## src/rtl/audio_clk_pkg.sv

```systemverilog
package audio_clk_pkg;
  typedef enum logic [1:0] {
    RATIO_256  = 2'b00,
    RATIO_384  = 2'b01,
    RATIO_512  = 2'b10,
    RATIO_RSVD = 2'b11
  } ratio_e;

  // master clock cycles per bit clock level
  function automatic logic [2:0] half_period(ratio_e r);
    case (r)
      RATIO_256: return 3'd2;
      RATIO_384: return 3'd3;
      default:   return 3'd4;
    endcase
  endfunction
endpackage

```

## src/rtl/acg_ratio_reg.sv

```systemverilog
module acg_ratio_reg
  import audio_clk_pkg::*;
(
  input  logic       clk_i,
  input  logic       rst_ni,
  input  logic       wr_i,
  input  logic [1:0] ratio_i,
  output ratio_e     ratio_o,
  output logic       load_o
);
  ratio_e ratio_q;

  assign load_o = wr_i && (ratio_i != RATIO_RSVD);

  always_ff @(posedge clk_i or negedge rst_ni) begin
    if (!rst_ni)     ratio_q <= RATIO_512;
    else if (load_o) ratio_q <= ratio_e'(ratio_i);
  end

  assign ratio_o = ratio_q;
endmodule

```

## src/rtl/acg_divider.sv

```systemverilog
module acg_divider
  import audio_clk_pkg::*;
#(
  parameter int unsigned FRAME_BITS = 64
) (
  input  logic   clk_i,
  input  logic   rst_ni,
  input  logic   clear_i,
  input  ratio_e ratio_i,
  output logic   bclk_o,
  output logic   fclk_o
);
  localparam int unsigned HALF_FRAME = FRAME_BITS / 2;
  localparam int unsigned BW = $clog2(HALF_FRAME);
  localparam logic [BW-1:0] LAST_BIT = BW'(HALF_FRAME - 1);

  logic [2:0]    ph_q;
  logic [BW-1:0] bit_q;
  logic          bclk_q, fclk_q;
  logic [2:0]    half;

  assign half = half_period(ratio_i);

  always_ff @(posedge clk_i or negedge rst_ni) begin
    if (!rst_ni) begin
      ph_q   <= '0;
      bit_q  <= '0;
      bclk_q <= 1'b0;
      fclk_q <= 1'b0;
    end else if (clear_i) begin
      ph_q   <= '0;
      bit_q  <= '0;
      bclk_q <= 1'b0;
      fclk_q <= 1'b0;
    end else if (ph_q == half - 3'd1) begin
      ph_q   <= '0;
      bclk_q <= ~bclk_q;
      if (bclk_q) begin  // falling bit clock edge
        if (bit_q == LAST_BIT) begin
          bit_q  <= '0;
          fclk_q <= ~fclk_q;
        end else begin
          bit_q <= bit_q + 1'b1;
        end
      end
    end else begin
      ph_q <= ph_q + 3'd1;
    end
  end

  assign bclk_o = bclk_q;
  assign fclk_o = fclk_q;
endmodule

```

## src/rtl/acg_activity.sv

```systemverilog
module acg_activity #(
  parameter int unsigned TIMEOUT = 1024,
  parameter int unsigned EDGES   = 4
) (
  input  logic clk_i,
  input  logic rst_ni,
  input  logic clk_ext_i,
  output logic active_o
);
  localparam int unsigned GW = $clog2(TIMEOUT + 1);
  localparam int unsigned EW = $clog2(EDGES + 1);
  localparam logic [GW-1:0] GAP_MAX  = GW'(TIMEOUT);
  localparam logic [EW-1:0] EDGE_MAX = EW'(EDGES);

  logic [2:0]    sync_q;  // [1:0] synchronizer, [2] edge history
  logic [GW-1:0] gap_q;
  logic [EW-1:0] cnt_q;
  logic          rise, expired;

  assign rise    = sync_q[1] & ~sync_q[2];
  assign expired = (gap_q == GAP_MAX);

  always_ff @(posedge clk_i or negedge rst_ni) begin
    if (!rst_ni) begin
      sync_q <= '0;
      gap_q  <= '0;
      cnt_q  <= '0;
    end else begin
      sync_q <= {sync_q[1:0], clk_ext_i};
      if (rise) begin
        gap_q <= '0;
        if (expired)               cnt_q <= EW'(1);
        else if (cnt_q != EDGE_MAX) cnt_q <= cnt_q + 1'b1;
      end else if (!expired) begin
        gap_q <= gap_q + 1'b1;
      end else begin
        cnt_q <= '0;
      end
    end
  end

  assign active_o = (cnt_q == EDGE_MAX);
endmodule

```

## src/rtl/audio_clkgen.sv

```systemverilog
module audio_clkgen
  import audio_clk_pkg::*;
#(
  parameter int unsigned FRAME_BITS = 64,
  parameter int unsigned TIMEOUT    = 1024,
  parameter int unsigned EDGES      = 4
) (
  input  logic       clk_i,
  input  logic       rst_ni,
  input  logic       master_i,
  input  logic       ratio_wr_i,
  input  logic [1:0] ratio_i,
  input  logic       bclk_i,
  input  logic       fclk_i,
  output logic       bclk_o,
  output logic       fclk_o,
  output logic       pdn_o
);
  localparam int unsigned NUM_CH = 2;

  ratio_e            ratio_q;
  logic              load;
  logic              clear;
  logic [NUM_CH-1:0] ext_clk;
  logic [NUM_CH-1:0] act;
  logic              pdn_q;

  acg_ratio_reg u_ratio (
    .clk_i   (clk_i),
    .rst_ni  (rst_ni),
    .wr_i    (ratio_wr_i),
    .ratio_i (ratio_i),
    .ratio_o (ratio_q),
    .load_o  (load)
  );

  assign clear = !master_i || load;

  acg_divider #(.FRAME_BITS(FRAME_BITS)) u_div (
    .clk_i   (clk_i),
    .rst_ni  (rst_ni),
    .clear_i (clear),
    .ratio_i (ratio_q),
    .bclk_o  (bclk_o),
    .fclk_o  (fclk_o)
  );

  assign ext_clk = {fclk_i, bclk_i};

  for (genvar g = 0; g < NUM_CH; g++) begin : g_mon
    acg_activity #(.TIMEOUT(TIMEOUT), .EDGES(EDGES)) u_mon (
      .clk_i     (clk_i),
      .rst_ni    (rst_ni),
      .clk_ext_i (ext_clk[g]),
      .active_o  (act[g])
    );
  end

  always_ff @(posedge clk_i or negedge rst_ni) begin
    if (!rst_ni) pdn_q <= 1'b1;
    else         pdn_q <= master_i ? 1'b0 : ~(&act);
  end

  assign pdn_o = pdn_q;
endmodule

```

## config.mk

```make
export PLATFORM = sky130hd
export DESIGN_NAME = audio_clkgen
export DESIGN_NICKNAME = d
export VERILOG_FILES = /design/src/rtl/audio_clk_pkg.sv /design/src/rtl/acg_ratio_reg.sv /design/src/rtl/acg_divider.sv /design/src/rtl/acg_activity.sv /design/src/rtl/audio_clkgen.sv
export SDC_FILE = /design/constraint.sdc
export NUM_CORES = 1
export LEC_CHECK = 0
export ABC_AREA = 1
export CORE_UTILIZATION = 41
export CTS_CLUSTER_SIZE = 30
export DETAILED_ROUTE_END_ITERATION = 16
export PLACE_DENSITY_LB_ADDON = 0.3
export SLEW_MARGIN = 20
export SYNTH_ARGS = -nofsm -noshare
export SYNTH_HDL_FRONTEND = slang
export SYNTH_SLANG_ARGS = --single-unit
```

## constraint.sdc

```tcl
create_clock -name clk_i -period 2.81 [get_ports clk_i]
set_input_delay 0.281 -clock clk_i [delete_from_list [all_inputs] [get_ports clk_i]]
set_output_delay 0.281 -clock clk_i [all_outputs]
set_load 0.02 [all_outputs]
```

### Word level (Yosys, flattened, before mapping)

Index checks and enable logic that the tools add are counted.
Widths: inputs -> output; s select.

| cells by class | value |
|---|---|
| add/sub/neg operators | 7 |
| eq/ne operators | 12 |
| muxes and demuxes | 26 |
| bitwise logic cells | 7 |
| reduce and logical (&&, ||, !) cells | 16 |

Operators with widths:

| kind | number |
|---|---|
| $mux 11 | 4 |
| $mux 3 | 10 |
| $add 11x1->11 const B | 2 |
| $eq 11x11->1 const B | 2 |
| $mux 5 | 4 |
| $reduce_bool 2->1 | 7 |
| $add 3x1->3 const B | 3 |
| $reduce_and 2->1 | 4 |
| $mux 1 | 7 |
| $eq 3x3->1 const B | 2 |
| $ne 3x3->1 const B | 2 |
| $pmux 3 s2 | 1 |
| $add 5x1->5 const B | 1 |
| $eq 5x5->1 const B | 1 |
| $not 1->1 | 5 |
| $ne 2x1->1 const B | 2 |
| $eq 3x3->1 | 1 |
| $reduce_and 3->1 | 1 |
| $sub 3x1->3 const B | 1 |
| $and 1x1->1 | 2 |
| $eq 2x1->1 const B | 1 |
| $logic_not 2->1 | 1 |
| $ne 2x2->1 const B | 1 |
| $logic_and 1x1->1 | 1 |
| 2 further kinds | 2 |

| word-level totals | value |
|---|---|
| register bits after elaboration | 47 |
| bits of input ports | 8 |
| output and inout bits | 3 |
| logic and storage cells | 80 |

### Depth between registers and ports, before layout

| logic depth | value |
|---|---|
| depth in word-level cells | 6 |
| gate-level depth with buffers | 9 |
| gate-level depth less buffers | 9 |

### Cells and area by module

From an unflattened synthesis, not the netlist that was laid out.

| second synthesis, totals | value |
|---|---|
| cells, all modules | 312 |
| area total of the unflattened synthesis | 2,497.4 µm² |

Modules (own cells, without submodules):

| module | times used | cells an instance | area each (µm²) | sequential area each (µm²) |
|---|---|---|---|---|
| acg_activity | 2 | 113 | 895.9 | 425.4 |
| acg_divider | 1 | 68 | 564.3 | 250.2 |
| acg_ratio_reg | 1 | 14 | 98.8 | 51.3 |
| audio_clkgen | 1 | 4 | 42.5 | 26.3 |

### Worst setup path before layout

No wires, ideal clock.

| timing | value |
|---|---|
| path kind | register -> register |
| from | register u_div.bit_q[0] |
| to | register u_div.bit_q[0] |
| setup time | 0.065 ns |
| data arrival time | 1.262 ns |
| data required time | 2.745 ns |
| slack | 1.483 ns |
| cell stages (with the launch flop) | 10 |
| path buffers | 0 |
| clock period less this slack | 1.327 ns |
| cell sequence | dfrtp_1 ha_1 nand2_1 nor2_1 ha_1 nor2_1 inv_1 nor2_1 nand2_1 nand2_1 |

| on the way | value |
|---|---|
| word-level cells in the longest chain between the ends | 5 |
| elaborated cells on any way between the ends | 6 |
| classes of those cells | add/sub (1); eq/ne (1); mux (4) |

Ends and longest elaborated chain:

| item | line | text |
|---|---|---|
| start, declared | acg_divider.sv:18 | `logic [BW-1:0] bit_q;` |
| start signal, assigned | acg_divider.sv:43 | `bit_q <= bit_q + 1'b1;` |
| $add 5x1->5 / $eq 5x5->1 (equally long branches) | acg_divider.sv:43, acg_divider.sv:39 |  |
| $mux 5 (*) | acg_divider.sv:39 | `if (bit_q == LAST_BIT) begin` |
| $mux 5 (*) | acg_divider.sv:38 | `if (bclk_q) begin` |
| $mux 5 (*) | acg_divider.sv:35 | `end else if (ph_q == half - 3'd1) begin` |
| $mux 5 (*) | acg_divider.sv:30 | `end else if (clear_i) begin` |

Mark *: on every way between the ends. The rest lies on a longest branch, timed or not. The select of a mux whose other input is x is not followed.
A chain may end at the register's enable or synchronous reset.

### Worst setup path after layout

| timing | value |
|---|---|
| from | register pdn_q, in the netlist pdn_o |
| to | output port pdn_o |

RTL lines:

| item | line | text |
|---|---|---|
| start, declared | audio_clkgen.sv:26 | `logic pdn_q;` |
| start signal, assigned | audio_clkgen.sv:61 | `else pdn_q <= master_i ? 1'b0 : ~(&act);` |
| end, declared | audio_clkgen.sv:17 | `output logic pdn_o` |

No word-level cell between the ends.

==> summary.txt <==
Run status
  – Status: finished with violations
  – Failing checks: hold timing

Logic synthesis
  – Post-synth EDFFs: 0
  – Synth top cells by count: nand2_1, dfrtp_1, nor2_1
  – Syn_area_per_cell: 8.44 µm²
  – Commonest register cell after synthesis: dfrtp_1
  – Distinct cells, synth: 31
  – Netlist Area Pre-Place: ~2300 µm²
  – Yosys reg bits: between 40 and 50
  – FFs w/ async S/R, synth: 1.00
  – Sequential cell area fraction in the yosys report: 0.504
  – Dominant cell type by area after synthesis: dfrtp_1
  – Top-count cell post-synth: nand2_1
  – Post-synth top area share: 0.482
  – Area contributors post-synth: dfrtp_1, nand2_1, nor2_1
  – Syn nets: between 200 and 300
  – Syn Inst Count: 277
  – Synth warn: 0

Hold path
  – Hold crit path type: in -> async

STA
  – Final Hold Viols: between 40 and 50
  – Slew Viols, Final: 0
  – Final Skew: approximately 10 ps
  – RSZ-0062 raised after global routing: no
  – Final worst path period share: 0.608
  – Setup WS post-layout: between 1000 and 1500 ps
  – Min Clock Period, post-route: between 1500 and 2000 ps
  – Worst slew pin tran: about 600 ps
  – Setup TNS: 0 ps
  – Final setup fails: 0
  – Slew Limit Headroom: 0.602
  – Hold Slack: -15.5 ps
  – Highest clock rate: roughly 590 MHz

Clock network
  – H-tree depth: 2
  – CTS clock-pin slew for the worst setup and hold paths: about 90 ps
  – Post-CTS Hold Buffers: 0
  – CTS tree: yes
  – Cts bufs inserted: 5
  – Worst-Skew Late Latency: roughly 300 ps
  – TritonCTS sink count: 47
  – Worst-case clock buffer depth: 2
  – Root Driver: clkbuf_8
  – Post-cts resize count: 0
  – Setup Fix Bufs, Post-CTS: 0

Drt
  – Drc violations: 0
  – Detailed Route Iter0 Violations: slightly below 60
  – Routed len/inst: approximately 11 µm
  – Drt pass-1 iters: 4
  – Final wirelength: a little over 4000 µm
  – Antenna Nets Post-Route: 0
  – Total vias in the final route: 1755
  – Vias/cell: 4.78

Critical path
  – Critical-path maximum fanout: 1
  – Setup crit end kind: primary output
  – Slowest-stage cell, CP: clkdlybuf4s50_1
  – Worst path max stage delay: 600 ps
  – Crit-path cells: clkdlybuf4s50_1
  – Crit path buffers/inverters: 1
  – Startpoint Class: flip-flop
  – Critical path class: reg -> out
  – R2R Setup Slk: between 1000 and 1500 ps
  – WP data arrival: roughly 1400 ps
  – Top delay family on crit path: buffers and inverters
  – CP required: approximately 2500 ps

Pwr
  – Worst vdd ir: a little under 0.4 mV
  – P per Cell Area: around 650 nW/µm²
  – Static Leak: between 0.001 and 0.0015 µW

Die
  – IO Pins: 11
  – Placeable core area: 5510 µm²
  – Initial Util: 0.425
  – Num rows: 27
  – Die X: approximately 78 µm
  – Die Ht: 77.5 µm
  – Die area: 6010 µm²

Place
  – GPL Wtd Cong: approximately 0.78
  – Hpwl dp: slightly below 3000 µm
  – Placed Instances: around 360
  – Post-Place Setup Slack: 1210 ps
  – IO buf count: 10

Global routing
  – First-pass GRT wire length: approximately 7600 µm
  – Gr usage total: 0.159
  – Antenna violations before repair: 0
  – Vias in the first global route: roughly 1.8k
  – Largest net degree at the start of global routing: 48
  – GRT overflow: 0

Cells and area
  – P&R area growth vs syn: 12.1%
  – Layout cells sized above 1: 0.0881
  – Final #Nets: 313
  – Layout Cells excl Fill: between 300 and 400
  – N_diodes: 0

Run
  – Max-Cap Viols: 0
[layout by cell type (no fill, tap or decap), types with 2 or more instances in the layout]
cell type	instances
dfstp_2	2
nand2_2	2
nor3_2	2
clkbuf_8	6
nor2_1	38
nor3_1	6
dfrtp_1	45
inv_1	37
nand3_1	16
nor2_4	2
nand4_1	6
a21oi_1	14
xor2_1	2
ha_1	11
o21ai_1	5
nor2_2	2
nor3b_1	2
o21ai_0	16
nand2_1	53
clkdlybuf4s50_1	9
inv_2	3
nand3b_1	2
[cell families after synthesis]
logic type,after synthesis,share of synthesized area
AND/OR/NAND/NOR,136,0.271
flip-flops,47,0.504
buffers and inverters,41,0.0658
AO/OA/AOI/OAI,38,0.0845
adder cells (fa/ha/maj),11,0.0589
XOR/XNOR,3,0.0112
multiplexers,1,0.00482
[path summary, 6_finish.rpt]
| check | startpoint | endpoint | cells after the start |
|---|---|---|---|
| worst max-delay path | pdn_o$_DFF_PN1_ | pdn_o | 1 |
| worst min-delay path | rst_ni | g_mon[1].u_mon.gap_q[10]$_DFFE_PN0P_ | 1 |
| worst max register to register | g_mon[1].u_mon.gap_q[0]$_DFFE_PN0P_ | g_mon[1].u_mon.gap_q[1]$_DFFE_PN0P_ | 7 |
| worst min register to register | g_mon[0].u_mon.sync_q[0]$_DFF_PN0_ | g_mon[0].u_mon.sync_q[1]$_DFF_PN0_ | 0 |
| max in group asynchronous | rst_ni | g_mon[1].u_mon.sync_q[1]$_DFF_PN0_ | 1 |
| min in group clk_i | g_mon[0].u_mon.sync_q[0]$_DFF_PN0_ | g_mon[0].u_mon.sync_q[1]$_DFF_PN0_ | 0 |
[worst reg2reg max path: stages, from the launching register on]
cell	delay (ps)
dfrtp_1	430
inv_1	90
ha_1	170
nand4_1	100
nor2_1	290
inv_1	130
nand3_1	80
o21ai_1	70
[cell type report]
type,instances,area (µm²)
clock buffers,7,86.3
clock inverters,1,8.76
multi-input cells,189,1010
well taps,72,90.1
fillers,515,2890
repair buffers,10,97.6
inverters,41,154
flip-flops and latches,47,1180
[state kept, by name, indices dropped and copies added (netlist names)]
name                cells
g_mon.u_mon.gap_q      22
g_mon.u_mon.cnt_q       6
g_mon.u_mon.sync_q      6
u_div.bit_q             5
u_div.ph_q              3
u_ratio.ratio_o         2
pdn_o                   1
u_div.bclk_o            1
u_div.fclk_o            1
[report_power, final]
group / total [µW] / switching [µW] / internal (µW)
registers: 879 / 93.5 / 785
clock network: 427 / 225 / 202
logic: 392 / 232 / 160
total: 1700 / 551 / 1150
[through the flow]
| stage | instance area (µm²) | hold slack [ps] | power [µW] | utilization |
|---|---|---|---|---|
| after floorplan | 2340 | -14.6 | 1160 | - |
| after global placement | 2520 | 336 | 1270 | 0.458 |
| after detailed placement | 2520 | 335 | 1290 | 0.458 |
| after CTS | 2620 | 202 | 1720 | 0.476 |
| after global routing | 2620 | 23.8 | 1830 | 0.476 |
| final | 2620 | -15.5 | 1700 | 0.476 |
[per-layer routing]
metal,vias to the layer above,routed length [µm],GRT usage
li1,925,-,-
met1,809,1990,0.206
met2,17,1930,0.254
met3,4,104,0.0494
met4,0,25,0.0491
met5,-,0,0
(Power assumes the default switching activity.)
